**src/rtl/vic_pkg.sv**
```systemverilog
package vic_pkg;

  localparam int unsigned BUS_W = 32;

  localparam logic [1:0] SIZE_BYTE = 2'b00;
  localparam logic [1:0] SIZE_HALF = 2'b01;
  localparam logic [1:0] SIZE_WORD = 2'b10;

  localparam logic [7:0] OFF_MASK   = 8'h00;
  localparam logic [7:0] OFF_PEND   = 8'h04;
  localparam logic [7:0] OFF_MASKED = 8'h08;
  localparam logic [7:0] OFF_NMI    = 8'h0C;
  localparam logic [7:0] OFF_DBG    = 8'h10;

  typedef enum logic [2:0] {
    SEL_NONE,
    SEL_MASK,
    SEL_PEND,
    SEL_MASKED,
    SEL_NMI,
    SEL_DBG
  } regSel_t;

  typedef struct packed {
    logic    wrMask;
    logic    wrNmi;
    logic    wrDbg;
    logic    rdEn;
    regSel_t rdSel;
  } strobe_t;

endpackage

```
**src/rtl/vic_ctrl.sv**
```systemverilog
module vic_ctrl
  import vic_pkg::*;
#(
  parameter int unsigned ADDR_W = 8
) (
  input  logic              clk,
  input  logic              rstN,
  input  logic [ADDR_W-1:0] busAddr,
  input  logic [1:0]        busSize,
  input  logic              busRd,
  input  logic              busWr,
  output strobe_t           strb,
  output logic              busErr
);

  logic    wordAcc;
  logic    anyAcc;
  logic    inWin;
  logic    badAcc;
  regSel_t hitSel;
  logic    errQ;

  assign wordAcc = (busSize == SIZE_WORD);
  assign anyAcc  = busRd | busWr;

  always_comb begin
    hitSel = SEL_NONE;
    inWin  = 1'b1;
    case (busAddr)
      ADDR_W'(OFF_MASK):   hitSel = SEL_MASK;
      ADDR_W'(OFF_PEND):   hitSel = SEL_PEND;
      ADDR_W'(OFF_MASKED): hitSel = SEL_MASKED;
      ADDR_W'(OFF_NMI):    hitSel = SEL_NMI;
      ADDR_W'(OFF_DBG):    hitSel = SEL_DBG;
      default:             inWin  = 1'b0;
    endcase
  end

  assign badAcc = anyAcc & ~inWin;

  always_comb begin
    strb        = '0;
    strb.rdSel  = SEL_NONE;
    strb.rdEn   = busRd;
    if (busRd && wordAcc) strb.rdSel = hitSel;
    if (busWr && wordAcc) begin
      strb.wrMask = (hitSel == SEL_MASK);
      strb.wrNmi  = (hitSel == SEL_NMI);
      strb.wrDbg  = (hitSel == SEL_DBG);
    end
  end

  always_ff @(posedge clk or negedge rstN) begin
    if (!rstN) errQ <= 1'b0;
    else       errQ <= badAcc;
  end

  assign busErr = errQ;

  // an error flag is only ever the echo of an out-of-window access
  assert_err_cause_R10: assert property (@(posedge clk) disable iff (!rstN)
    busErr |-> $past(anyAcc) && !$past(inWin));

  // at most one storage word is written per cycle
  assert_one_write_R6: assert property (@(posedge clk) disable iff (!rstN)
    $onehot0({strb.wrMask, strb.wrNmi, strb.wrDbg}));

  // narrow writes never reach a register
  assert_narrow_quiet_R7: assert property (@(posedge clk) disable iff (!rstN)
    (busWr && !wordAcc) |-> !(strb.wrMask || strb.wrNmi || strb.wrDbg));

endmodule

```
**src/rtl/vic_vec_enc.sv**
```systemverilog
module vic_vec_enc #(
  parameter int unsigned  NUM_LINES = 30,
  parameter int unsigned  VEC_W     = 8,
  parameter logic [7:0]   VEC_BASE  = 8'h30
) (
  input  logic [NUM_LINES-1:0] maskedVec,
  output logic                 req,
  output logic [VEC_W-1:0]     vector
);

  localparam int unsigned IDX_W = (NUM_LINES > 1) ? $clog2(NUM_LINES) : 1;

  logic             anySet;
  logic             multiSet;
  logic [IDX_W-1:0] lineIdx;

  assign anySet   = |maskedVec;
  assign multiSet = |(maskedVec & (maskedVec - NUM_LINES'(1)));

  // Each index bit is the OR of the masked bits whose position has it set;
  // exact whenever only one masked bit is active.
  for (genvar b = 0; b < IDX_W; b++) begin : g_idxBit
    logic [NUM_LINES-1:0] sel;
    for (genvar p = 0; p < NUM_LINES; p++) begin : g_pos
      assign sel[p] = ((p >> b) & 1) != 0;
    end
    assign lineIdx[b] = |(maskedVec & sel);
  end

  always_comb begin
    if (!anySet)       vector = '0;
    else if (multiSet) vector = VEC_W'(VEC_BASE);
    else               vector = VEC_W'(VEC_BASE) + VEC_W'(1) + VEC_W'(lineIdx);
  end

  assign req = anySet;

endmodule

```
**src/rtl/vic_dp.sv**
```systemverilog
module vic_dp
  import vic_pkg::*;
#(
  parameter int unsigned NUM_LINES = 30,
  parameter int unsigned VEC_W     = 8,
  parameter logic [7:0]  VEC_BASE  = 8'h30
) (
  input  logic                 clk,
  input  logic                 rstN,
  input  logic [NUM_LINES-1:0] irqLines,
  input  strobe_t              strb,
  input  logic [BUS_W-1:0]     busWdata,
  output logic [BUS_W-1:0]     busRdata,
  output logic                 irqReq,
  output logic [VEC_W-1:0]     irqVector
);

  logic [NUM_LINES-1:0] pendQ;
  logic [NUM_LINES-1:0] maskQ;
  logic [NUM_LINES-1:0] maskedW;
  logic [BUS_W-1:0]     nmiQ;
  logic [BUS_W-1:0]     dbgQ;
  logic [BUS_W-1:0]     rdMux;
  logic [BUS_W-1:0]     rdataQ;
  logic                 armedQ;

  always_ff @(posedge clk or negedge rstN) begin
    if (!rstN) begin
      pendQ <= '0;
      maskQ <= '0;
      nmiQ  <= '0;
      dbgQ  <= '0;
    end else begin
      pendQ <= irqLines;
      if (strb.wrMask) maskQ <= busWdata[NUM_LINES-1:0];
      if (strb.wrNmi)  nmiQ  <= busWdata;
      if (strb.wrDbg)  dbgQ  <= busWdata;
    end
  end

  assign maskedW = pendQ & maskQ;

  always_comb begin
    case (strb.rdSel)
      SEL_MASK:   rdMux = BUS_W'(maskQ);
      SEL_PEND:   rdMux = BUS_W'(pendQ);
      SEL_MASKED: rdMux = BUS_W'(maskedW);
      SEL_NMI:    rdMux = nmiQ;
      SEL_DBG:    rdMux = dbgQ;
      default:    rdMux = '0;
    endcase
  end

  always_ff @(posedge clk or negedge rstN) begin
    if (!rstN)          rdataQ <= '0;
    else if (strb.rdEn) rdataQ <= rdMux;
  end

  assign busRdata = rdataQ;

  vic_vec_enc #(
    .NUM_LINES (NUM_LINES),
    .VEC_W     (VEC_W),
    .VEC_BASE  (VEC_BASE)
  ) u_enc (
    .maskedVec (maskedW),
    .req       (irqReq),
    .vector    (irqVector)
  );

  // armedQ marks that the previous edge was outside reset
  always_ff @(posedge clk or negedge rstN) begin
    if (!rstN) armedQ <= 1'b0;
    else       armedQ <= 1'b1;
  end

  // pending word tracks the line levels one edge later
  assert_pend_follow_R1: assert property (@(posedge clk) disable iff (!rstN)
    armedQ |-> pendQ == $past(irqLines));

  // a word mask write lands in the mask at its edge
  assert_mask_load_R9: assert property (@(posedge clk) disable iff (!rstN)
    strb.wrMask |=> maskQ == $past(busWdata[NUM_LINES-1:0]));

  // several enabled lines give the shared vector
  assert_multi_shared_R4: assert property (@(posedge clk) disable iff (!rstN)
    ($countones(pendQ & maskQ) > 1) |-> (irqReq && irqVector == VEC_W'(VEC_BASE)));

  // a request always carries a vector inside the legal range
  assert_vec_range_R3: assert property (@(posedge clk) disable iff (!rstN)
    irqReq |-> (irqVector >= VEC_W'(VEC_BASE) &&
                irqVector <= VEC_W'(VEC_BASE) + VEC_W'(NUM_LINES)));

  // no request means a zero vector
  assert_idle_zero_R5: assert property (@(posedge clk) disable iff (!rstN)
    !irqReq |-> irqVector == '0);

  // pending word is owned by the lines, not by bus writes
  assert_pend_ro_R8: assert property (@(posedge clk) disable iff (!rstN)
    (armedQ && $past(irqLines) == '0) |-> pendQ == '0);

endmodule

```
**src/rtl/vec_irq_ctrl.sv**
```systemverilog
module vec_irq_ctrl
  import vic_pkg::*;
#(
  parameter int unsigned NUM_LINES = 30,
  parameter int unsigned ADDR_W    = 8,
  parameter int unsigned VEC_W     = 8,
  parameter logic [7:0]  VEC_BASE  = 8'h30
) (
  input  logic                 clk,
  input  logic                 rstN,
  input  logic [NUM_LINES-1:0] irqLines,
  input  logic [ADDR_W-1:0]    busAddr,
  input  logic [1:0]           busSize,
  input  logic                 busRd,
  input  logic                 busWr,
  input  logic [BUS_W-1:0]     busWdata,
  output logic [BUS_W-1:0]     busRdata,
  output logic                 busErr,
  output logic                 irqReq,
  output logic [VEC_W-1:0]     irqVector
);

  strobe_t strb;

  vic_ctrl #(
    .ADDR_W (ADDR_W)
  ) u_ctrl (
    .clk     (clk),
    .rstN    (rstN),
    .busAddr (busAddr),
    .busSize (busSize),
    .busRd   (busRd),
    .busWr   (busWr),
    .strb    (strb),
    .busErr  (busErr)
  );

  vic_dp #(
    .NUM_LINES (NUM_LINES),
    .VEC_W     (VEC_W),
    .VEC_BASE  (VEC_BASE)
  ) u_dp (
    .clk       (clk),
    .rstN      (rstN),
    .irqLines  (irqLines),
    .strb      (strb),
    .busWdata  (busWdata),
    .busRdata  (busRdata),
    .irqReq    (irqReq),
    .irqVector (irqVector)
  );

endmodule

```
**config.mk**
```make
export PLATFORM = sky130hd
export DESIGN_NAME = vec_irq_ctrl
export DESIGN_NICKNAME = d
export VERILOG_FILES = /design/src/rtl/vic_pkg.sv /design/src/rtl/vic_ctrl.sv /design/src/rtl/vic_vec_enc.sv /design/src/rtl/vic_dp.sv /design/src/rtl/vec_irq_ctrl.sv
export SDC_FILE = /design/constraint.sdc
export NUM_CORES = 1
export LEC_CHECK = 0
export ABC_AREA = 1
export BUFFER_PORTS_ARGS = -buffer_cell sky130_fd_sc_hd__buf_2
export CAP_MARGIN = 5
export CORE_AREA = 4 4 163 165
export CTS_CLUSTER_DIAMETER = 60
export DETAILED_ROUTE_END_ITERATION = 10
export DIE_AREA = 0 0 167 169
export HOLD_SLACK_MARGIN = 0.15
export PLACE_DENSITY = 0.44
export REMOVE_ABC_BUFFERS = 1
export SYNTH_ARGS = -nofsm -noshare
export SYNTH_HDL_FRONTEND = slang
export SYNTH_SLANG_ARGS = --single-unit
```
**constraint.sdc**
```tcl
create_clock -name clk -period 2.5 [get_ports clk]
set_clock_uncertainty 0.2 [all_clocks]
set_input_delay 0.5 -clock clk [delete_from_list [all_inputs] [get_ports clk]]
set_output_delay 0.5 -clock clk [all_outputs]
set_load 0.05 [all_outputs]
```
==> flow_metrics.env <==
export IMPL_fmax_mhz=321
export IMPL_synth_avg_cell_area_um2=7.80
export IMPL_io_pins=118
export IMPL_synth_async_sr_flop_share_pct=100
export IMPL_crit_buf_inv=1
export IMPL_avgViaCountPerCell=4.52
export IMPL_placed_area_um2=9080
export IMPL_ir_drop_v=0.000318
export IMPL_syn_cell_area_um2=7460
export IMPL_fill_cells=2626
export IMPL_startpoint="u_dp.pendQ[1]"
export IMPL_die_h_um=169
export IMPL_ys_seq_elements=157
export IMPL_drtAntennaViolNets=0
export IMPL_fin_ws_ns=-0.619
export IMPL_grt_pass1_wl_um=38900
export IMPL_ys_types=31
export IMPL_critPathLaunchType="register"
export IMPL_die_area_um2=28200
export IMPL_synth_area_top_cells="dfrtp_1 (53%), nand2_1 (18%), o21ai_0 (5.5%)"
export IMPL_drc=0
export IMPL_avgRoutedWirePerCell_um=15.6
export IMPL_crit_family="simple AND/OR/NAND/NOR gates"
export IMPL_wirelength_um=23900
export IMPL_finalInstanceArea_um2=10600
export IMPL_stdcell_count=1533
export IMPL_synth_top_cell_by_area="dfrtp_1"
export IMPL_root_buffer="clkbuf_16"
export IMPL_htree_levels=4
export IMPL_cp_max_fo=5
export IMPL_arrival_ns=2.42
export IMPL_leakage_nw=5.66
export IMPL_r2r_slack_ns=0.99
export IMPL_clock_path_buffers=2
export IMPL_min_path_type="in -> reg"
export IMPL_holdWs_ns=0.158
export IMPL_cp_required_ns=1.80
export IMPL_antenna_cells=0
export IMPL_grt_pass1_vias=7191
export IMPL_synth_seq_area_share_pct=52.7
export IMPL_dr_total_vias=6929
export IMPL_drt_first_pass_iters=5
export IMPL_r2r_start="u_dp.maskQ[23]"
export IMPL_clkSlewWorstSetupHoldPaths_ns=0.07
export IMPL_worstPathCellList="nand2_2 -> nand2_4 -> nor2_4 -> nand2_2 -> o21bai_1 -> nand2_1 -> nor2_1 -> nand2_1 -> nor2_4 -> nand3_4 -> nor2_4 -> buf_8"
export IMPL_fin_crit_ns=3.12
export IMPL_grt_usage_pct=17.4
export IMPL_clock_sinks=157
export IMPL_synth_edff_count=0
export IMPL_ys_flop_type="dfrtp_1"
export IMPL_drive_above_1_share_pct=29.3
export IMPL_syn_inst=956
export IMPL_setup_viol=8
export IMPL_synth_top_cell_area_share_pct=52.7
export IMPL_port_buffers=116
export IMPL_final_period_utilization_pct=125
export IMPL_nNetsFinal=1268
export IMPL_max_stage_delay_ns=0.41
export IMPL_worstSetupEndpointType="output pin"
export IMPL_fp_dieW_um=167
export IMPL_area_growth_syn_to_layout_pct=41.8
export IMPL_antenna_found_initial=0
export IMPL_layout_common_cells="nand2_1 (309), dfrtp_1 (157), buf_2 (107)"
export IMPL_drt_iter0_drc=372
export IMPL_critPathKind="reg -> out"
export IMPL_cts_tree="done"
export IMPL_gr_total_overflow=0
export IMPL_fp_coreArea_um2=25000
export IMPL_gp_congestion=0.883
export IMPL_power_density_nw_per_um2=578
export IMPL_mostFrequentLayoutCell="nand2_1"
export IMPL_clock_latency_ns=0.42
export IMPL_status="finished with violations"
export IMPL_maxCapViolCount=0
export IMPL_start_util_pct=29.8
export IMPL_slew_headroom_pct=65.3
export IMPL_min_delay_start="busWdata[12]"
export IMPL_placed_cells=1456
export IMPL_worstMarginPinSlew_ns=0.517
export IMPL_cts_made_buffers=17
export IMPL_path_common_cell="nor2_4"
export IMPL_drv_slew=0
export IMPL_synth_warnings=0
export IMPL_core_rowCount=58
export IMPL_grt_start_max_net_pins=65
export IMPL_cp_slowest_cell="dfrtp_1"
export IMPL_violations="setup timing"
export IMPL_hold_violations=0
export IMPL_dpl_hpwl_um=16500
export IMPL_rsz0062_at_grt="true"
## report_power, final
group / leakage [nW] / internal (W) / switching, W / total [W]
registers: 2.12 / 0.00258 / 0.0000282 / 0.00261
clock network: 0.317 / 0.00180 / 0.00111 / 0.00291
logic: 3.23 / 0.000244 / 0.000348 / 0.000592
## Yosys cell counts (2+ instances only)
cell type	number
nand3_2	3
nor2_1	54
a21oi_1	33
nor4_1	3
o21ai_1	17
buf_4	5
nand3_1	64
nor3_1	5
nor2_2	3
inv_1	86
and2_1	3
o21bai_1	6
inv_2	4
or2_2	4
dfrtp_1	157
xor2_1	2
clkbuf_1	26
buf_2	7
nand2_2	2
o21ai_0	82
nand4_1	20
nor3_2	2
o21a_1	12
nand2_1	349
## per-layer routing
| layer | vias to the layer above | track usage, % | wire, um |
|---|---|---|---|
| met3 | 20 | 3.20 | 760 |
| met4 | 0 | 3.84 | 295 |
| met1 | 3247 | 24.0 | 11700 |
| met2 | 125 | 28.7 | 11200 |
| li1 | 3537 | - | - |
| met5 | - | 0 | 0 |
## registers in the layout (all words and copies together) (netlist names)
name and count:
u_dp.maskQ 30, u_ctrl.busErr 1, u_dp.busRdata 32, u_dp.nmiQ 32, u_dp.pendQ 30, u_dp.dbgQ 32
## tightest hold or removal path, cell delays in order
cell and delay [ns]:
buf_2 0.07, inv_1 0.05, o21ai_1 0.12
## metrics by stage
step / setup slack (ns) / utilization, % / power (W) / setup TNS (ns)
after floorplan: -0.348 / - / 0.00286 / -15.82
after detailed placement: -0.591 / 36.3 / 0.00313 / -4.98
after CTS: -0.604 / 41.6 / 0.00617 / -4.37
final: -0.619 / 42.2 / 0.00611 / -4.32
after global placement: -0.646 / 36.3 / 0.00313 / -4.37
after global routing: -0.804 / 42.2 / 0.00638 / -5.68
## area by class of cell
type,count,area [um2],area share [%]
clock buffer,18,439,4.15
clock inverter,13,211,2.00
inverter,90,340,3.22
multi-input combinational,671,3360,31.7
sequential,157,3930,37.1
tap,330,413,3.90
timing repair buffer,254,1890,17.8
## kinds of logic (layout without fill, tap and decap cells)
kind of cell	count (synthesis)	after routing	synth area share (%)
AOI/OAI and AO/OA	153	153	11.1
xor gates and xnor gates	2	2	0.235
adders and majority gates	1	1	0.168
buffers and inverters	128	375	6.81
DFF	157	157	52.7
other	1	1	0.0503
and+or+nand+nor	514	514	29.0
## path summary, 6_finish.rpt
check	cells past startpoint	endpoint
worst min register to register	2	u_dp.busRdata[14]
min in group asynchronous	2	u_dp.dbgQ[27]
worst max-delay path	12	irqVector[6]
max in group asynchronous	3	u_dp.pendQ[0]
worst min-delay path	3	u_dp.dbgQ[12]
worst max register to register	6	u_dp.busRdata[23]
## what timing repair did
| item | 4_1_cts | 5_1_grt |
|---|---|---|
| hold buffers | 35 | 0 |
| setup endpoints to repair | 8 | 8 |
| resized for setup | 97 | 33 |
| buffers inserted | 4 | 8 |
| pin swaps | 11 | 19 |
| endpoints found under the hold margin | 128 | 0 |
No activity file was read; power rests on OpenSTA's default activity.
